--- config.mk ---
export PLATFORM = sky130hd
export DESIGN_NAME = dr_merge_stage
export DESIGN_NICKNAME = d
export VERILOG_FILES = /design/src/rtl/dr_merge_pkg.sv /design/src/rtl/dr_rail_detect.sv /design/src/rtl/dr_ack_unit.sv /design/src/rtl/dr_merge_fsm.sv /design/src/rtl/dr_out_reg.sv /design/src/rtl/dr_merge_stage.sv
export SDC_FILE = /design/constraint.sdc
export NUM_CORES = 1
export LEC_CHECK = 0
export BUFFER_PORTS_ARGS = -buffer_cell sky130_fd_sc_hd__buf_2
export CAP_MARGIN = 20
export CORE_MARGIN = 1
export CORE_UTILIZATION = 45
export CTS_CLUSTER_SIZE = 40
export DETAILED_ROUTE_END_ITERATION = 7
export PLACE_DENSITY = 0.72
export SLEW_MARGIN = 30
export SYNTH_ARGS = -nofsm -noshare
export SYNTH_HDL_FRONTEND = slang
export SYNTH_SLANG_ARGS = --single-unit
--- constraint.sdc ---
create_clock -name clk -period 3 [get_ports clk]
set_input_delay 0.6 -clock clk [delete_from_list [all_inputs] [get_ports clk]]
set_output_delay 0.6 -clock clk [all_outputs]
set_load 0.005 [all_outputs]
--- src/rtl/dr_merge_pkg.sv ---
package dr_merge_pkg;

  typedef enum logic [1:0] {
    ST_ARM  = 2'd0,
    ST_ACK  = 2'd1,
    ST_HOLD = 2'd2,
    ST_RTZ  = 2'd3
  } mrg_state_e;

  typedef enum logic {
    PICK_A = 1'b0,
    PICK_B = 1'b1
  } pick_e;

endpackage

--- src/rtl/dr_rail_detect.sv ---
module dr_rail_detect #(
  parameter int W = 4
) (
  input  logic [W-1:0] t_i,
  input  logic [W-1:0] f_i,
  output logic         full_o,
  output logic         empty_o
);

  logic [W-1:0] bit_done;
  logic [W-1:0] bit_idle;

  genvar gi;
  generate
    for (gi = 0; gi < W; gi++) begin : g_bit
      assign bit_done[gi] = t_i[gi] ^ f_i[gi];
      assign bit_idle[gi] = ~(t_i[gi] | f_i[gi]);
    end
  endgenerate

  assign full_o  = &bit_done;
  assign empty_o = &bit_idle;

endmodule

--- src/rtl/dr_ack_unit.sv ---
module dr_ack_unit (
  input  logic clk,
  input  logic rst,
  input  logic set_i,
  input  logic clr_i,
  output logic ack_o
);

  always_ff @(posedge clk) begin
    if (rst) begin
      ack_o <= 1'b0;
    end else if (set_i) begin
      ack_o <= 1'b1;
    end else if (clr_i) begin
      ack_o <= 1'b0;
    end
  end

endmodule

--- src/rtl/dr_merge_fsm.sv ---
module dr_merge_fsm
  import dr_merge_pkg::*;
(
  input  logic clk,
  input  logic rst,
  input  logic sel_valid,
  input  logic sel_pick_b,
  input  logic sel_empty,
  input  logic a_full,
  input  logic a_empty,
  input  logic b_full,
  input  logic b_empty,
  input  logic y_ack,
  input  logic sel_ack_q,
  input  logic a_ack_q,
  input  logic b_ack_q,
  output logic load_o,
  output logic clear_o,
  output logic pick_o,
  output logic set_s_o,
  output logic set_a_o,
  output logic set_b_o,
  output logic clr_s_o,
  output logic clr_a_o,
  output logic clr_b_o
);

  mrg_state_e state_q, state_d;
  pick_e      pick_q;
  logic       chosen_full;
  logic       s_done, d_done;

  assign chosen_full = sel_pick_b ? b_full : a_full;
  assign pick_o      = (pick_q == PICK_B);

  always_comb begin
    state_d = state_q;
    load_o  = 1'b0;
    clear_o = 1'b0;
    set_s_o = 1'b0;
    set_a_o = 1'b0;
    set_b_o = 1'b0;
    clr_s_o = 1'b0;
    clr_a_o = 1'b0;
    clr_b_o = 1'b0;
    s_done  = 1'b0;
    d_done  = 1'b0;
    case (state_q)
      ST_ARM: begin
        if (!y_ack && sel_valid && chosen_full) begin
          load_o  = 1'b1;
          state_d = ST_ACK;
        end
      end
      ST_ACK: begin
        set_s_o = 1'b1;
        set_a_o = (pick_q == PICK_A);
        set_b_o = (pick_q == PICK_B);
        state_d = ST_HOLD;
      end
      ST_HOLD: begin
        if (y_ack) begin
          clear_o = 1'b1;
          state_d = ST_RTZ;
        end
      end
      ST_RTZ: begin
        clr_s_o = sel_ack_q && sel_empty;
        clr_a_o = (pick_q == PICK_A) && a_ack_q && a_empty;
        clr_b_o = (pick_q == PICK_B) && b_ack_q && b_empty;
        s_done  = !sel_ack_q || clr_s_o;
        d_done  = (pick_q == PICK_A) ? (!a_ack_q || clr_a_o)
                                     : (!b_ack_q || clr_b_o);
        if (s_done && d_done) begin
          state_d = ST_ARM;
        end
      end
      default: state_d = ST_ARM;
    endcase
  end

  always_ff @(posedge clk) begin
    if (rst) begin
      state_q <= ST_ARM;
      pick_q  <= PICK_A;
    end else begin
      state_q <= state_d;
      if (load_o) begin
        pick_q <= sel_pick_b ? PICK_B : PICK_A;
      end
    end
  end

endmodule

--- src/rtl/dr_out_reg.sv ---
module dr_out_reg #(
  parameter int W = 4
) (
  input  logic         clk,
  input  logic         rst,
  input  logic         load_i,
  input  logic         clear_i,
  input  logic         pick_b_i,
  input  logic [W-1:0] a_t,
  input  logic [W-1:0] a_f,
  input  logic [W-1:0] b_t,
  input  logic [W-1:0] b_f,
  output logic [W-1:0] y_t,
  output logic [W-1:0] y_f
);

  logic [W-1:0] mux_t, mux_f;

  assign mux_t = pick_b_i ? b_t : a_t;
  assign mux_f = pick_b_i ? b_f : a_f;

  always_ff @(posedge clk) begin
    if (rst || clear_i) begin
      y_t <= '0;
      y_f <= '0;
    end else if (load_i) begin
      y_t <= mux_t;
      y_f <= mux_f;
    end
  end

endmodule

--- src/rtl/dr_merge_stage.sv ---
module dr_merge_stage #(
  parameter int W = 4
) (
  input  logic         clk,
  input  logic         rst,
  input  logic [1:0]   sel_rail,
  output logic         sel_ack,
  input  logic [W-1:0] a_t,
  input  logic [W-1:0] a_f,
  output logic         a_ack,
  input  logic [W-1:0] b_t,
  input  logic [W-1:0] b_f,
  output logic         b_ack,
  output logic [W-1:0] y_t,
  output logic [W-1:0] y_f,
  input  logic         y_ack
);

  logic a_full, a_empty, b_full, b_empty;
  logic sel_valid, sel_empty;
  logic load, clear, pick_b_q;
  logic set_s, set_a, set_b, clr_s, clr_a, clr_b;

  assign sel_valid = sel_rail[0] ^ sel_rail[1];
  assign sel_empty = ~(sel_rail[0] | sel_rail[1]);

  dr_rail_detect #(.W(W)) u_det_a (
    .t_i(a_t), .f_i(a_f), .full_o(a_full), .empty_o(a_empty)
  );

  dr_rail_detect #(.W(W)) u_det_b (
    .t_i(b_t), .f_i(b_f), .full_o(b_full), .empty_o(b_empty)
  );

  dr_merge_fsm u_fsm (
    .clk        (clk),
    .rst        (rst),
    .sel_valid  (sel_valid),
    .sel_pick_b (sel_rail[1]),
    .sel_empty  (sel_empty),
    .a_full     (a_full),
    .a_empty    (a_empty),
    .b_full     (b_full),
    .b_empty    (b_empty),
    .y_ack      (y_ack),
    .sel_ack_q  (sel_ack),
    .a_ack_q    (a_ack),
    .b_ack_q    (b_ack),
    .load_o     (load),
    .clear_o    (clear),
    .pick_o     (pick_b_q),
    .set_s_o    (set_s),
    .set_a_o    (set_a),
    .set_b_o    (set_b),
    .clr_s_o    (clr_s),
    .clr_a_o    (clr_a),
    .clr_b_o    (clr_b)
  );

  dr_out_reg #(.W(W)) u_out (
    .clk      (clk),
    .rst      (rst),
    .load_i   (load),
    .clear_i  (clear),
    .pick_b_i (sel_rail[1]),
    .a_t      (a_t),
    .a_f      (a_f),
    .b_t      (b_t),
    .b_f      (b_f),
    .y_t      (y_t),
    .y_f      (y_f)
  );

  dr_ack_unit u_ack_s (
    .clk(clk), .rst(rst), .set_i(set_s), .clr_i(clr_s), .ack_o(sel_ack)
  );

  dr_ack_unit u_ack_a (
    .clk(clk), .rst(rst), .set_i(set_a), .clr_i(clr_a), .ack_o(a_ack)
  );

  dr_ack_unit u_ack_b (
    .clk(clk), .rst(rst), .set_i(set_b), .clr_i(clr_b), .ack_o(b_ack)
  );

  logic unused_pick;
  assign unused_pick = pick_b_q;

endmodule

==> results.md <==
* Reg2Reg Depth at 6
* Clock sinks at 14
* Reg clk slew, reported paths at ~0.09 ns
* GRT Total Usage at 0.199
* Clock buffer depth at 2
* Outcome: finished, final reports clean
* Iter 0 DRT Violations at 9
* Post-DR vias/cell at 5.01
* # port buffers at 31
* Fmax at 437 MHz
* Critical path class: input port to flop
* TritonCTS Buffers at 3
* DP HPWL at 1.58 mm
* # DRC at 0
* Switching part of the total at 0.318
* Pint at 0.000364 W
* HP Class: flop to flop
* Number of synthesized flops with an enable pin at 0
* Register share of total power at 0.418
* Worst-Skew Late Latency at 0.30 ns
* WP data arrival at 2.51 ns
* Count leader, synth: inv_1
* Placeable Area at 2020 µm²
* Top cells by area, synth: dfxtp_1, ha_1, mux2i_1
* Max VDD drop at 305 µV
* Combinational power share at 0.317
* RD Place Congestion at between 0.7 and 0.8
* Number of global-route vias before repair at 877
* Die W at ~50 µm
* Fin Clk Skew at 0.0116 ns
* PwrDens at 440 nW/µm²
* GRT overflow at 0
* Clk pwr share at 0.265
* Final-stage net count at 181
* Finish-stage setup viols at 0
* Yosys warning total at 0
* Slew @ Worst Pin at 0.357 ns
* DRT Wirelength at roughly 2 mm
* Syn nets at between 100 and 150
* WL per Instance at 11.6 µm
* Synth top area share at 0.279
* First-pass GRT wire length at about 3.6 mm
* Number of diodes at 0
* Biggest area consumer among synthesized cells: dfxtp_1
* Lkg Pwr at just over 0.6 nW
* GR Layer Usage met3 at 0.0685
* # rows at 16
* Final Slew Violations at 0
* Synth Area per Inst at 8.89 µm²
* Top post-synthesis cells by count: inv_1, dfxtp_1, ha_1, mux2i_1, nor2_1
* Global Route met1 Usage at 0.223
* Area grow syn2layout at 20.4%
* Largest net degree at the start of global routing at 13
* Drt pass-1 iters at 3
* Sequential area share after synthesis at 0.279
* Starting density of the core at 0.497
* GR peak layer: met2
* Tcrit/Tclk final at 0.763
* Final Hold Viols at 0
* Asr flop ratio synth at 0
* Max-Cap Viols at 0
* Vias at 861
* Routed Antenna Nets at 0
* Critical Path RT at ~3.2 ns
* CTS tree: built
* I/O pin cnt at 32
* Share of post-route cells with drive strength above 1 at 0.303
* Met2 Track Usage GR at 0.331
* Worst setup SP type: input port
* RSZ-0062 raised after global routing: false
* Seq cells post-synth at 14
* Max transition margin at 0.762
* Sum Neg Setup Slack at 0 ns
* Post-CTS setup buffer count at 0
* Hold buffer count at cts at 0
* Unique masters post-synth at 30
* Post-synth top flop: dfxtp_1
* Die ar. at 2430 µm²
* Clk root buf: clkbuf_4
* Max H-tree Level at 1
* Post-CTS sizing at 0
* Synth Cell Area at 1000 µm²
* Hold depth at 2
* Syn Inst Count at between 100 and 150
* Crit path time final at between 2 and 2.5 ns
* Die Span Y at 49.3 µm
* Net Sw Power at 0.000169 W
* Initial antenna violation count at 0
* Worst-path fanout max at 12
* CP endpoint kind: flop
* Worst hold slack at 0.501 ns
* Post-layout power at 0.000533 W
critical path, cell delays in order:
cell      delay [ns]
buf_2           0.30
inv_2           0.05
ha_1            0.32
nand2b_4        0.07
nor4_4          0.29
o21a_1          0.39
buf_4           0.23
nor2_1          0.05
a211oi_1        0.20
layout make-up:
type	instances	area, µm²
clock buffer	4	36.3
fill	184	812
inverter	21	78.8
multi-input combinational	74	618
sequential	14	280
tap	27	33.8
timing repair buffer	32	163
power groups by stage:
stage | logic, W | registers (W) | clock network (W)
finish | 0.000169 | 0.000222 | 0.000141
global route | 0.000194 | 0.000225 | 0.000154
CTS | 0.000172 | 0.000222 | 0.000146
detailed placement | 0.000170 | 0.000226 | 0
global placement | 0.000164 | 0.000224 | 0
floorplan | 0.000119 | 0.000225 | 0
placed cells by master, fill, tap and decap left out:
| master | instances |
|---|---|
| mux2i_1 | 11 |
| clkbuf_8 | 1 |
| nand3_1 | 1 |
| nor3_1 | 1 |
| and4b_1 | 1 |
| nand4_1 | 2 |
| nor2_1 | 10 |
| inv_1 | 20 |
| buf_4 | 1 |
| nor2_2 | 1 |
| ha_1 | 14 |
| a211oi_2 | 2 |
| buf_2 | 31 |
| clkbuf_4 | 3 |
| o21ai_1 | 1 |
| o21a_1 | 1 |
| o21bai_1 | 1 |
| a21oi_1 | 3 |
| nand3b_1 | 1 |
| a211oi_1 | 6 |
| nand2b_1 | 5 |
| and4_1 | 1 |
| nand2b_4 | 1 |
| dfxtp_1 | 14 |
| a2111oi_4 | 1 |
| nand2_1 | 6 |
| o21ai_0 | 2 |
| nor4_4 | 1 |
| a21o_2 | 1 |
| inv_2 | 1 |
sequential cells by signal, summed over array words and instances, names as in the netlist:
| register | flops |
|---|---|
| u_ack_a.ack_o | 1 |
| u_ack_b.ack_o | 1 |
| u_ack_s.ack_o | 1 |
| u_fsm.pick_o | 1 |
| u_fsm.state_q | 2 |
| u_out.y_f | 4 |
| u_out.y_t | 4 |
logic make-up after synthesis:
kind of cell,Yosys count,synth area share
buffers and inverters,25,0.106
adders and majority gates,14,0.174
DFF,14,0.279
muxes,11,0.110
AOI/OAI and AO/OA,18,0.151
and+or+nand+nor,31,0.181
routing by layer:
layer	vias to the layer above	wire length (µm)
met5	-	0
met1	389	910
met2	23	923
met4	0	38
met3	5	125
li1	444	-
through the flow:
step	cell area [µm²]	setup slack [ns]	cells	utilization
2_1_floorplan	1000	0.747	113	-
3_3_place_gp	1170	0.480	168	0.580
3_5_place_dp	1170	0.368	168	0.580
4_1_cts	1210	0.684	172	0.598
5_1_grt	1210	0.530	172	0.598
6_report	1210	0.710	172	0.598
final timing paths:
path / startpoint / to / slack, ns
max reg2reg: u_fsm.state_q[0] / u_out.y_t[2] / 1.36
min reg2reg: u_out.y_t[3] / u_out.y_t[3] / 0.50
min: u_out.y_t[3] / u_out.y_t[3] / 0.50
max: sel_rail[1] / u_out.y_t[2] / 0.71
Note: power is estimated with default switching activity, not from simulation.
